## config.mk

```make
export PLATFORM = sky130hd
export DESIGN_NAME = adc_result_port
export DESIGN_NICKNAME = d
export VERILOG_FILES = /design/src/rtl/adc_port_pkg.sv /design/src/rtl/adc_port_ctrl.sv /design/src/rtl/adc_port_datapath.sv /design/src/rtl/adc_result_port.sv
export SDC_FILE = /design/constraint.sdc
export NUM_CORES = 1
export LEC_CHECK = 0
export ABC_CLOCK_PERIOD_IN_PS = 2200
export BUFFER_PORTS_ARGS = -buffer_cell sky130_fd_sc_hd__buf_2
export CAP_MARGIN = 20
export CORE_MARGIN = 4
export CORE_UTILIZATION = 35
export DETAILED_ROUTE_END_ITERATION = 10
export SLEW_MARGIN = 20
export SYNTH_ARGS = -nofsm -noshare
export SYNTH_HDL_FRONTEND = slang
export SYNTH_SLANG_ARGS = --single-unit
```

## constraint.sdc

```tcl
create_clock -name clk -period 2.2 [get_ports clk]
set_clock_uncertainty 0.05 [all_clocks]
set_input_delay 0.33 -clock clk [delete_from_list [all_inputs] [get_ports clk]]
set_output_delay 0.33 -clock clk [all_outputs]
set_load 0.03 [all_outputs]
```

## src/rtl/adc_port_pkg.sv

```systemverilog
package adc_port_pkg;
  typedef struct packed {
    logic loadWord;
    logic startFrame;
    logic shiftBit;
  } portStrobe_t;
endpackage

```

## src/rtl/adc_port_ctrl.sv

```systemverilog
module adc_port_ctrl
  import adc_port_pkg::*;
#(
  parameter int WORD_W = 16,
  parameter int DIV_W  = 2
) (
  input  logic             clk,
  input  logic             rstN,
  input  logic             resultValid,
  input  logic             serialSel,
  input  logic             extClkSel,
  input  logic             readAfterConv,
  input  logic [DIV_W-1:0] divCode,
  input  logic             sclkInv,
  input  logic             syncActLow,
  input  logic             sclkIn,
  output portStrobe_t      strobe,
  output logic             busy,
  output logic             sclkOut,
  output logic             syncOut
);
  localparam int BIT_CNT_W = $clog2(WORD_W);
  localparam int HALF_W    = 2 ** DIV_W;

  logic                 frameOn;
  logic [BIT_CNT_W-1:0] bitCnt;
  logic [HALF_W-1:0]    divCnt;
  logic [HALF_W-1:0]    halfMax;
  logic                 sclkPh;
  logic [DIV_W-1:0]     effCode;
  logic                 syncA, syncB, syncPrev;
  logic                 extFall, intFall;

  // divide field only honoured in internal-clock read-after-convert mode
  assign effCode = readAfterConv ? divCode : '0;
  assign halfMax = (HALF_W'(1) << effCode) - HALF_W'(1);

  always_ff @(posedge clk or negedge rstN) begin
    if (!rstN) begin
      syncA    <= 1'b0;
      syncB    <= 1'b0;
      syncPrev <= 1'b0;
    end else begin
      syncA    <= sclkIn ^ sclkInv;
      syncB    <= syncA;
      syncPrev <= syncB;
    end
  end

  assign extFall = syncPrev & ~syncB;
  assign intFall = sclkPh && (divCnt == halfMax);

  assign strobe.loadWord   = resultValid;
  assign strobe.startFrame = resultValid && serialSel && !frameOn;
  assign strobe.shiftBit   = frameOn && (extClkSel ? extFall : intFall);

  always_ff @(posedge clk or negedge rstN) begin
    if (!rstN) begin
      divCnt <= '0;
      sclkPh <= 1'b0;
    end else if (!frameOn || extClkSel) begin
      divCnt <= '0;
      sclkPh <= 1'b0;
    end else if (divCnt == halfMax) begin
      divCnt <= '0;
      sclkPh <= ~sclkPh;
    end else begin
      divCnt <= divCnt + HALF_W'(1);
    end
  end

  always_ff @(posedge clk or negedge rstN) begin
    if (!rstN) begin
      frameOn <= 1'b0;
      bitCnt  <= '0;
    end else if (strobe.startFrame) begin
      frameOn <= 1'b1;
      bitCnt  <= '0;
    end else if (strobe.shiftBit) begin
      if (bitCnt == BIT_CNT_W'(WORD_W - 1)) frameOn <= 1'b0;
      else bitCnt <= bitCnt + BIT_CNT_W'(1);
    end
  end

  assign busy    = frameOn;
  assign sclkOut = extClkSel ? 1'b0 : (sclkPh ^ sclkInv);
  assign syncOut = frameOn ^ syncActLow;

  AST_FRAME_BITS: assert property (@(posedge clk) disable iff (!rstN)
    $fell(frameOn) |-> $past(bitCnt) == BIT_CNT_W'(WORD_W - 1));
  AST_NO_RESTART: assert property (@(posedge clk) disable iff (!rstN)
    (frameOn && resultValid && !strobe.shiftBit) |=> (frameOn && $stable(bitCnt)));
  AST_SCLK_IDLE: assert property (@(posedge clk) disable iff (!rstN)
    (!frameOn && !extClkSel) |-> (sclkOut == sclkInv));
  AST_EXT_NO_INT_CLK: assert property (@(posedge clk) disable iff (!rstN)
    extClkSel |-> !sclkOut);
endmodule

```

## src/rtl/adc_port_datapath.sv

```systemverilog
module adc_port_datapath
  import adc_port_pkg::*;
#(
  parameter int WORD_W = 16
) (
  input  logic              clk,
  input  logic              rstN,
  input  portStrobe_t       strobe,
  input  logic [WORD_W-1:0] resultWord,
  input  logic              straightBin,
  input  logic              byteSwap,
  input  logic              serialSel,
  output logic [WORD_W-1:0] dataOut,
  output logic [WORD_W-1:0] dataOe,
  output logic              sdOut
);
  localparam int BYTE_W = WORD_W / 2;

  logic [WORD_W-1:0] resultReg;
  logic [WORD_W-1:0] shReg;
  logic [WORD_W-1:0] codedReg;
  logic [WORD_W-1:0] codedIn;

  function automatic logic [WORD_W-1:0] applyCoding(input logic [WORD_W-1:0] w,
                                                    input logic straight);
    return {w[WORD_W-1] ^ ~straight, w[WORD_W-2:0]};
  endfunction

  assign codedReg = applyCoding(resultReg, straightBin);
  assign codedIn  = applyCoding(resultWord, straightBin);

  always_ff @(posedge clk or negedge rstN) begin
    if (!rstN) resultReg <= '0;
    else if (strobe.loadWord) resultReg <= resultWord;
  end

  always_ff @(posedge clk or negedge rstN) begin
    if (!rstN) shReg <= '0;
    else if (strobe.startFrame) shReg <= codedIn;
    else if (strobe.shiftBit) shReg <= {shReg[WORD_W-2:0], 1'b0};
  end

  assign sdOut = shReg[WORD_W-1];

  for (genvar g = 0; g < BYTE_W; g++) begin : g_lane
    assign dataOut[g]          = byteSwap ? codedReg[g + BYTE_W] : codedReg[g];
    assign dataOut[g + BYTE_W] = byteSwap ? codedReg[g] : codedReg[g + BYTE_W];
  end

  assign dataOe = serialSel ? '0 : '1;

  AST_CAPTURE: assert property (@(posedge clk) disable iff (!rstN)
    strobe.loadWord |=> resultReg == $past(resultWord));
  AST_SHIFT_MSB: assert property (@(posedge clk) disable iff (!rstN)
    (strobe.shiftBit && !strobe.startFrame) |=> sdOut == $past(shReg[WORD_W-2]));
  AST_HOLD_BIT: assert property (@(posedge clk) disable iff (!rstN)
    (!strobe.shiftBit && !strobe.startFrame) |=> $stable(sdOut));
endmodule

```

## src/rtl/adc_result_port.sv

```systemverilog
module adc_result_port
  import adc_port_pkg::*;
#(
  parameter int WORD_W = 16,
  parameter int DIV_W  = 2
) (
  input  logic              clk,
  input  logic              rstN,
  input  logic              resultValid,
  input  logic [WORD_W-1:0] resultWord,
  input  logic              serialSel,
  input  logic              byteSwap,
  input  logic              straightBin,
  input  logic              extClkSel,
  input  logic              readAfterConv,
  input  logic [DIV_W-1:0]  divCode,
  input  logic              sclkInv,
  input  logic              syncActLow,
  input  logic              sclkIn,
  output logic [WORD_W-1:0] dataOut,
  output logic [WORD_W-1:0] dataOe,
  output logic              sdOut,
  output logic              sclkOut,
  output logic              syncOut,
  output logic              busy
);
  portStrobe_t strobe;

  adc_port_ctrl #(.WORD_W(WORD_W), .DIV_W(DIV_W)) ctrl_i (
    .clk(clk), .rstN(rstN), .resultValid(resultValid), .serialSel(serialSel),
    .extClkSel(extClkSel), .readAfterConv(readAfterConv), .divCode(divCode),
    .sclkInv(sclkInv), .syncActLow(syncActLow), .sclkIn(sclkIn),
    .strobe(strobe), .busy(busy), .sclkOut(sclkOut), .syncOut(syncOut)
  );

  adc_port_datapath #(.WORD_W(WORD_W)) dp_i (
    .clk(clk), .rstN(rstN), .strobe(strobe), .resultWord(resultWord),
    .straightBin(straightBin), .byteSwap(byteSwap), .serialSel(serialSel),
    .dataOut(dataOut), .dataOe(dataOe), .sdOut(sdOut)
  );

  AST_SERIAL_HIZ: assert property (@(posedge clk) disable iff (!rstN)
    serialSel |-> (dataOe[1:0] == 2'b00));
  AST_SYNC_BUSY: assert property (@(posedge clk) disable iff (!rstN)
    busy |-> (syncOut == !syncActLow));
endmodule

```

==> results.tsv, run 1 <==
stage	metric	value	unit
run_status	status	finished, final reports clean	
detailed_routing	via/cell ratio	5.21	
detailed_routing	DR vias	1819	
cts	Setup Buffers After CTS	0	
cts	buffer levels on the longest clock path	2	
place	DP HPWL	3960	µm
min_path	hold depth	2	
cts	CTS tree	done	
cells_and_area	# nets final	299	
cts	H-tree depth	2	
synthesis	Yosys reg bits	45	
detailed_routing	final wirelength	5260	µm
global_route	GRT overflow	0	
sta	min cycle time layout	1.97	ns
min_path	Hold Path Class	primary input to flip-flop	
setup_path	Crit path max-delay family	simple AND/OR/NAND/NOR gates	
setup_path	Setup CP Type	flip-flop to flip-flop	
min_path	Hold EP	ctrl_i.syncA	
power	Design Power	2.79	mW
sta	RSZ-0062 raised after global routing	false	
synthesis	synth top area cells	dfrtp_1 (47%), mux2_2 (15%), buf_4 (5.0%), o221a_1 (2.8%), or3_1 (2.3%)	
floorplan	Chip Width	91.1	µm
cts	Resized cells post-CTS	0	
setup_path	Crit. End Element	flip-flop	
sta	final slew viol count	0	
power	maximum VDD drop	0.000323	V
global_route	first-pass GRT wire length	8610	µm
setup_path	worst r2r src	ctrl_i.divCnt[0]	
sta	worst slew pin tran	0.555	ns
detailed_routing	post-DR wirelength/cell	15.1	µm
synthesis	Synth async-reset ratio	100	%
setup_path	reg2reg path depth	5	
setup_path	crit path max fanout	11	
synthesis	Syn Inst Count	214	
setup_path	Critical path buffers and inverters	0	
sta	Final Hold Vio Count	0	
cts	Clock Latency Late Sink	0.30	ns
global_route	initial antenna violation count	0	
power	internal power	1.80	mW
global_route	largest net degree at the start of global routing	25	
cts	clock transition at the registers of the reported paths	0.09	ns
cells_and_area	ratio of cells with drive above 1 in the final layout	44.2	%
floorplan	Die Footprint	0.00829	mm²
setup_path	Cell Chain, Critical Path	nor2b_1 > mux2_4 > o2111ai_2 > nand3_1 > o221a_2	
global_route	Total GRT Usage	12.8	%
synthesis	Mapped Nets	245	
floorplan	initial core utilization	35.7	%
floorplan	core area	0.00676	mm²
floorplan	I/O pin count	65	
sta	Fmax	508	MHz
cts	CTS root buffer	clkbuf_8	
min_path	hold_sp	sclkIn	
detailed_routing	drt first pass iters	4	
synthesis	Synth Cell Area	0.00241	mm²
synthesis	Synth top area share	46.6	%
power	combinational share of power	33.2	%
sta	Max-Slew Margin vs Limit	62.9	%
detailed_routing	Antenna Nets Post-Route	0	
sta	Sum Neg Setup Slack	0	ns
power	Clock Power Share	22.5	%
cts	CTS Buf Count	5	
place	Port Buffers	64	
cts	Clock Sinks	45	
synthesis	top-count cell post-synth	dfrtp_1	
setup_path	Worst R2R Setup Slack	0.23	ns
synthesis	sequential share of the synthesized area	46.6	%
power	NetSw	0.987	mW
power	switching fraction of total power	35.4	%
synthesis	Post-synth EDFFs	0	
run	Max Cap Violations	0	
synthesis	Synth warnings	0	
cts	Post-CTS Hold Buffers	1	
synthesis	count of cell types in the netlist	39	
setup_path	WP data arrival	2.11	ns
floorplan	num rows	30	
power	leak pwr	1.29	nW
sta	crit share post-route	89.5	%
place	RePlAce Congestion	0.742	
cells_and_area	# diodes	0	
detailed_routing	# DRC	0	
cells_and_area	Synth-to-Final Area Change	17.8	%
sta	final setup vio count	0	
detailed_routing	initial drt markers	100	
power	PD cells	980	mW/mm²
setup_path	crit path launch type	flip-flop	
setup_path	CP required	2.34	ns
synthesis	most common library cells after synthesis	dfrtp_1 (45), mux2_2 (32), buf_4 (16)	
setup_path	Worst R2R End	dp_i.shReg[2]	
setup_path	slowest cell on the critical path	nand3_1	
synthesis	Post-Syn Area per Cell	11.3	µm²
floorplan	Die H	91.1	µm
synthesis	Yosys top cell by area	dfrtp_1	
synthesis	top_reg_cell synth	dfrtp_1	
global_route	vias in the first global route	1704	
power	Seq pwr share	44.3	%
setup_path	Max stage delay on crit path	0.43	ns
[layout make-up]
class	instances	area, µm²
repair buffers	71	375
clock buffers	6	72.6
well taps	80	100
flip-flops and latches	45	1130
fillers	676	3910
inverters	9	33.8
clock inverters	2	38.8
multi-input cells	136	1100
[layer usage]
metal,global-route usage [%],wire length (µm),share of wire (%)
met1,19.0,2560,49
met4,5.28,99,1.9
met2,18.5,2360,45
met3,1.99,236,4.5
met5,0,0,0
[how the worst max path moves through the flow]
stage | start | endpoint | cells past startpoint | slack, ns
after floorplan | ctrl_i.busy | syncOut | 2 | 0.37
after global placement | divCode[0] | dp_i.shReg[3] | 6 | 0.25
after detailed placement | divCode[0] | dp_i.shReg[2] | 6 | 0.19
after CTS | ctrl_i.divCnt[0] | dp_i.shReg[2] | 5 | 0.26
after global routing | ctrl_i.divCnt[0] | dp_i.shReg[2] | 5 | 0.16
final | ctrl_i.divCnt[0] | dp_i.shReg[2] | 5 | 0.23
[sequential cells by signal, summed over array words and instances (netlist names)]
register / flops
ctrl_i.bitCnt: 4
ctrl_i.busy: 1
ctrl_i.divCnt: 4
ctrl_i.sclkPh: 1
ctrl_i.syncA: 1
ctrl_i.syncB: 1
ctrl_i.syncPrev: 1
dp_i.resultReg: 16
dp_i.shReg: 16
[layout by cell type (no fill, tap or decap), drive strengths merged, types with 2 or more instances in the layout]
cell / instances
a21oi: 3
ha: 2
xor2: 4
a31oi: 5
a211oi: 4
o2111ai: 2
o21ai: 10
buf: 70
xnor2: 4
dfrtp: 45
nand2: 12
and3: 5
clkbuf: 6
nor2: 10
or3: 9
inv: 9
nand3: 10
o221a: 9
mux2: 33
o221ai: 2
mux2i: 3
[cell families (layout without fill, tap and decap cells)]
group	count (synthesis)	in the layout	share of synthesized area, %
AO/OA/AOI/OAI	40	40	14.5
XOR/XNOR	8	8	2.90
AND/OR/NAND/NOR	50	50	10.2
multiplexers	36	36	16.8
adder cells (fa/ha/maj)	2	2	1.04
buffers and inverters	33	88	7.93
flip-flops	45	45	46.6
[power by group through the flow]
stage          clock (mW)  sequential [mW]  combinational, mW
2_1_floorplan           0             1.23              0.708
3_3_place_gp            0             1.24              0.914
3_5_place_dp            0             1.25              0.930
4_1_cts             0.645             1.23              0.934
5_1_grt             0.679             1.27               1.03
6_report            0.626             1.23              0.925
[through the flow]
| step | instance area, µm² | worst slack [ns] | util [%] | instances | hold slack, ns |
|---|---|---|---|---|---|
| 2_1_floorplan | 2410 | 0.367 | - | 214 | -0.0156 |
| 3_3_place_gp | 2720 | 0.251 | 40.3 | 340 | 0.283 |
| 3_5_place_dp | 2720 | 0.193 | 40.3 | 340 | 0.286 |
| 4_1_cts | 2840 | 0.256 | 42.1 | 349 | 0.149 |
| 5_1_grt | 2840 | 0.162 | 42.1 | 349 | 0.152 |
| 6_report | 2840 | 0.230 | 42.1 | 349 | 0.160 |
(Power assumes the default switching activity.)
==> run 2: changes to the inputs <==
Settings changed: SYNTH_HIERARCHICAL from default to 1.
==> results.tsv, run 2 <==
stage	metric	value	unit	change
cells_and_area	# diodes	0		unchanged
cells_and_area	fillers	675		-0.15%
cts	Clock Latency Late Sink	0.29	ns	about the same
run	Max Cap Violations	0		unchanged
synthesis	synth top area cells	dfrtp_1 (46%), mux2_4 (12%), mux2i_1 (7.4%), mux2_2 (5.6%), buf_4 (4.9%)		
synthesis	Yosys top cell by area	dfrtp_1		
sta	Fmax	499	MHz	-1.6%
power	PD cells	877	mW/mm²	-10%
synthesis	sequential share of the synthesized area	46.3	%	-0.36 points
detailed_routing	drt first pass iters	4		unchanged
min_path	Hold Path Class	primary input to flip-flop		
sta	Final Hold Vio Count	0		unchanged
detailed_routing	# DRC	0		unchanged
global_route	GRT overflow	0		unchanged
cts	buffer levels on the longest clock path	2		unchanged
cells_and_area	area occupied by registers	0.00113	mm²	unchanged
synthesis	top-count cell post-synth	dfrtp_1		
cts	Resized cells post-CTS	0		unchanged
sta	Worst Slack Setup Final	0.198	ns	-0.0320 ns
cts	CTS root buffer	clkbuf_8		
cells_and_area	top flop regs	dp_i/resultReg: 16 flops, dp_i/shReg: 16 flops		
place	DP HPWL	3270	µm	-17%
floorplan	num rows	30		unchanged
sta	worst slew pin tran	0.494	ns	-0.0615 ns
synthesis	count of cell types in the netlist	32		-18%
setup_path	Critical path buffers and inverters	0		unchanged
place	Port Buffers	64		unchanged
synthesis	Synth async-reset ratio	100	%	unchanged
place	Worst Setup Slack post-DPL	0.184	ns	-0.00904 ns
global_route	largest net degree at the start of global routing	46		+84%
synthesis	Post-synth EDFFs	0		unchanged
cts	H-tree depth	2		unchanged
floorplan	initial core utilization	36.0	%	+0.28 points
floorplan	core area	0.00676	mm²	unchanged
sta	min cycle time layout	2.00	ns	+0.0320 ns
cts	clock transition at the registers of the reported paths	0.08	ns	about the same
power	maximum VDD drop	0.000321	V	-0.56%
cells_and_area	most common cell after layout, fill and taps aside	buf_2		
global_route	GR Layer Usage met2	15.8	%	-2.8 points
cts	Clock Sinks	45		unchanged
sta	RSZ-0062 raised after global routing	false		
cts	CTS tree	done		
global_route	Total GRT Usage	10.8	%	-2.0 points
synthesis	Synth Cell Area	0.00243	mm²	+0.78%
detailed_routing	post-DR wirelength/cell	13.5	µm	-11%
sta	final slew viol count	0		unchanged
global_route	global route hottest layer	met2		
run_status	status	finished, final reports clean		
setup_path	Crit path max-delay family	compound AO/OA/AOI/OAI gates		
setup_path	CP required	2.34	ns	about the same
floorplan	Chip Width	91.4	µm	+0.35%
synthesis	top_reg_cell synth	dfrtp_1		
setup_path	Setup CP Type	flip-flop to flip-flop		
setup_path	Max stage delay on crit path	0.53	ns	+0.10 ns
global_route	initial antenna violation count	0		unchanged
synthesis	Syn Inst Count	204		-4.7%
sta	crit share post-route	91.0	%	+1.5 points
synthesis	Post-Syn Area per Cell	11.9	µm²	+5.7%
sta	Sum Neg Setup Slack	0	ns	unchanged
synthesis	Synth top area share	46.3	%	-0.36 points
cts	CTS Buf Count	5		unchanged
sta	final setup vio count	0		unchanged
place	RePlAce Congestion	0.802		+8.1%
setup_path	crit path launch type	flip-flop		
detailed_routing	Antenna Nets Post-Route	0		unchanged
setup_path	crit path max fanout	7		-4
detailed_routing	initial drt markers	85		-15%
cells_and_area	Multi-input gate area	0.00106	mm²	-3.6%
global_route	met3 usage	3.15	%	+1.2 points
detailed_routing	via/cell ratio	4.71		-9.5%
synthesis	Synth warnings	6		+6
sta	Max-Slew Margin vs Limit	67.1	%	+4.1 points
global_route	met1 Use GR	14.9	%	-4.1 points
synthesis	Yosys reg bits	45		unchanged
cells_and_area	post-route cell area	0.00277	mm²	-2.6%
floorplan	Die H	91.4	µm	+0.35%
synthesis	most common library cells after synthesis	dfrtp_1 (45), nand2_1 (22), mux2_4 (20)		
floorplan	Die Footprint	0.00835	mm²	+0.70%
setup_path	Cell Chain, Critical Path	xnor2_1 > a41oi_1 > o31a_1 > or4b_1 > o211a_1		
setup_path	WP data arrival	2.14	ns	+0.03 ns
power	leak pwr	1.31	nW	+2.1%
sta	worst hold margin	0.159	ns	-0.00161 ns
cells_and_area	ratio of cells with drive above 1 in the final layout	43.5	%	-0.76 points
floorplan	I/O pin count	65		unchanged
cells_and_area	Synth-to-Final Area Change	13.8	%	
setup_path	Worst R2R Setup Slack	0.20	ns	-0.03 ns
detailed_routing	DR vias	1570		-14%
global_route	vias in the first global route	1539		-9.7%
cells_and_area	# nets final	285		-4.7%
global_route	first-pass GRT wire length	7260	µm	-16%
place	dpl cell area	0.00269	mm²	-1.4%
setup_path	slowest cell on the critical path	or4b_1		
setup_path	Crit. End Element	flip-flop		
synthesis	Mapped Nets	235		-4.1%
cells_and_area	most frequent cells in the layout	buf_2 (64), dfrtp_1 (45), nand2_1 (22)		
detailed_routing	final wirelength	4480	µm	-15%
run 2: logic make-up after synthesis:
| kind of cell | count (synthesis) | synth area share [%] |
|---|---|---|
| compound gates | 23 | 5.50 |
| simple gates | 42 | 7.92 |
| fa+ha+maj | 2 | 1.03 |
| buf+inv | 32 | 10.4 |
| mux | 50 | 25.3 |
| xor+xnor | 10 | 3.60 |
| flops | 45 | 46.3 |
run 2: path summary, 6_finish.rpt:
path / from / endpoint / cells past startpoint
max: ctrl_i/divCnt[2] / ctrl_i/bitCnt[2] / 5
min: sclkIn / ctrl_i/syncA / 2
max reg2reg: ctrl_i/divCnt[2] / ctrl_i/bitCnt[2] / 5
min reg2reg: ctrl_i/syncA / ctrl_i/syncB / 0
max in group asynchronous: rstN / dp_i/resultReg[10] / 3
min in group asynchronous: rstN / dp_i/resultReg[5] / 3
run 2: what timing repair did:
action	in CTS	in global routing
hold endpoints to repair	45	0
buffers inserted	0	0
hold buffers	1	0
run 2: area by class of cell:
| class | instances | share of cell area [%] |
|---|---|---|
| Sequential cell | 45 | 40.7 |
| Multi-Input combinational cell | 127 | 38.2 |
| Timing Repair Buffer | 70 | 14.2 |
| Tap cell | 80 | 3.61 |
| Clock buffer | 5 | 2.49 |
| Inverter | 5 | 0.678 |
| Clock inverter | 1 | 0.181 |
run 2: report_power, final:
group | switching (mW) | internal, mW | total (mW)
clock | 0.264 | 0.209 | 0.473
sequential | 0.151 | 1.04 | 1.19
combinational | 0.414 | 0.347 | 0.761
total | 0.829 | 1.60 | 2.43
run 2: metal layers:
layer  wire length [µm]  up-vias
li1                   -      781
met1               2180      737
met2               1980       48
met3                248        4
met4                 76        0
met5                  0        -
run 2: per-stage QoR:
stage	power (mW)	util, %	instances
global placement	1.96	39.7	326
floorplan	1.79	-	204
CTS	2.46	41.0	333
finish	2.43	41.0	333
global route	2.60	41.0	333
detailed placement	1.98	39.7	326
==> run 3: changes to the inputs <==
Settings changed: ABC_CLOCK_PERIOD_IN_PS 2200 to default, CAP_MARGIN 20 to 10, CORE_ASPECT_RATIO from default to 0.75.
==> results.tsv, run 3 (same netlist as run 2, synthesis figures left out) <==
stage	metric	value	unit	change
detailed_routing	via/cell ratio	4.64		-1.6%
global_route	GRT overflow	0		unchanged
setup_path	crit path max fanout	16		+9
cts	Clock Latency Late Sink	0.30	ns	about the same
cells_and_area	# nets final	285		unchanged
sta	min cycle time layout	2.01	ns	+0.00360 ns
sta	Fmax	499	MHz	-0.18%
floorplan	core area	0.00680	mm²	+0.63%
detailed_routing	post-DR wirelength/cell	13.8	µm	+2.6%
floorplan	Die H	80.2	µm	-12%
setup_path	slowest cell on the critical path	dfrtp_1		
sta	Worst Slack Setup Final	0.194	ns	-0.00360 ns
cts	CTS Buf Count	5		unchanged
setup_path	Most common cell on crit path	mux2i_1		
floorplan	Die Footprint	0.00837	mm²	+0.17%
place	dpl cell area	0.00268	mm²	-0.28%
cells_and_area	top flop regs	dp_i/resultReg: 16 flops, dp_i/shReg: 16 flops		
cts	CTS root buffer	clkbuf_8		
sta	Final Hold Vio Count	0		unchanged
setup_path	WP data arrival	2.12	ns	-0.02 ns
cts	CTS tree	done		
floorplan	I/O pin count	65		unchanged
run	Max Cap Violations	0		unchanged
cts	clock transition at the registers of the reported paths	0.09	ns	about the same
setup_path	Max stage delay on crit path	0.44	ns	-0.09 ns
global_route	first-pass GRT wire length	7790	µm	+7.3%
place	Port Buffers	64		unchanged
sta	worst hold margin	0.186	ns	+0.0268 ns
setup_path	crit path launch type	flip-flop		
sta	worst slew pin tran	0.480	ns	-0.0138 ns
detailed_routing	# DRC	0		unchanged
cells_and_area	ratio of cells with drive above 1 in the final layout	43.9	%	+0.44 points
global_route	initial antenna violation count	0		unchanged
setup_path	Cell Chain, Critical Path	xnor2_1 > a41oi_1 > o31a_1 > nor2b_2 > buf_12 > mux2i_1 > mux2i_1		
setup_path	Crit path max-delay family	compound AO/OA/AOI/OAI gates		
sta	Sum Neg Setup Slack	0	ns	unchanged
sta	crit share post-route	91.2	%	+0.16 points
floorplan	num rows	26		-13%
cells_and_area	most common cell after layout, fill and taps aside	buf_2		
sta	final setup vio count	0		unchanged
cts	buffer levels on the longest clock path	2		unchanged
min_path	Hold Path Class	primary input to flip-flop		
floorplan	Chip Width	104	µm	+14%
detailed_routing	initial drt markers	63		-26%
global_route	Total GRT Usage	11.5	%	+0.70 points
run_status	status	finished, final reports clean		
setup_path	CP required	2.32	ns	-0.02 ns
cells_and_area	post-route cell area	0.00281	mm²	+1.3%
cells_and_area	final core utilization	41.3	%	+0.28 points
detailed_routing	drt first pass iters	4		unchanged
cells_and_area	# diodes	0		unchanged
detailed_routing	DR vias	1572		+0.13%
cells_and_area	most frequent cells in the layout	buf_2 (64), dfrtp_1 (45), nand2_1 (22)		
cells_and_area	Synth-to-Final Area Change	15.3	%	
detailed_routing	final wirelength	4680	µm	+4.5%
place	Worst Setup Slack post-DPL	0.151	ns	-0.0335 ns
place	DP HPWL	3480	µm	+6.5%
sta	final slew viol count	0		unchanged
power	leak pwr	1.32	nW	+0.85%
global_route	vias in the first global route	1585		+3.0%
sta	RSZ-0062 raised after global routing	false		
cts	H-tree depth	2		unchanged
global_route	largest net degree at the start of global routing	32		-30%
setup_path	Critical path buffers and inverters	1		+1
power	PD cells	929	mW/mm²	+6.0%
sta	Max-Slew Margin vs Limit	68.0	%	+0.92 points
floorplan	initial core utilization	35.8	%	-0.23 points
cts	Setup Buffers After CTS	0		unchanged
cts	Clock Sinks	45		unchanged
setup_path	Crit. End Element	flip-flop		
setup_path	Setup CP Type	flip-flop to flip-flop		
power	maximum VDD drop	0.000329	V	+2.5%
cells_and_area	fillers	688		+1.9%
detailed_routing	Antenna Nets Post-Route	0		unchanged
place	RePlAce Congestion	0.752		-6.3%
cts	Resized cells post-CTS	0		unchanged
## run 3: where the power goes
part           switching [mW]  internal (mW)  total [mW]
combinational           0.419          0.345       0.764
sequential              0.152           1.04        1.19
clock                   0.304          0.346       0.650
total                   0.874           1.73        2.61
## run 3: worst paths after layout
check                                  from             end  slack (ns)  depth (start not counted)
min in group asynchronous              rstN     ctrl_i/busy        0.41                          2
min                                  sclkIn    ctrl_i/syncA        0.19                          2
max                        ctrl_i/divCnt[2]  dp_i/shReg[15]        0.19                          7
max in group asynchronous              rstN  dp_i/shReg[10]        1.14                          3
min reg2reg                    ctrl_i/syncA    ctrl_i/syncB        0.30                          0
max reg2reg                ctrl_i/divCnt[2]  dp_i/shReg[15]        0.19                          7
## run 3: layout make-up
type                       count  area, µm²  area share [%]
timing repair buffer          70        380            13.6
clock inverter                 3       48.8            1.74
clock buffer                   5       68.8            2.45
tap                           84        105            3.75
sequential                    45       1130            40.1
multi-input combinational    127       1060            37.7
inverter                       5       18.8           0.669
## run 3: what timing repair did
action,in CTS,in global routing
hold buffers,1,0
hold endpoints to repair,13,0
setup endpoints to repair,0,7
## run 3: layer usage
layer | part of all wire (%) | wire length [µm] | track usage, % | vias up
li1 | - | - | - | 776
met1 | 51 | 2380 | 16.5 | 759
met2 | 45 | 2130 | 16.9 | 32
met3 | 2.8 | 131 | 2.49 | 5
met4 | 1.0 | 48 | 3.98 | 0
met5 | 0 | 0 | 0 | -
## run 3: through the flow
step	instances	power (mW)
after floorplan	204	1.79
after global placement	330	1.95
after detailed placement	330	1.98
after CTS	339	2.64
after global routing	339	2.77
final	339	2.61
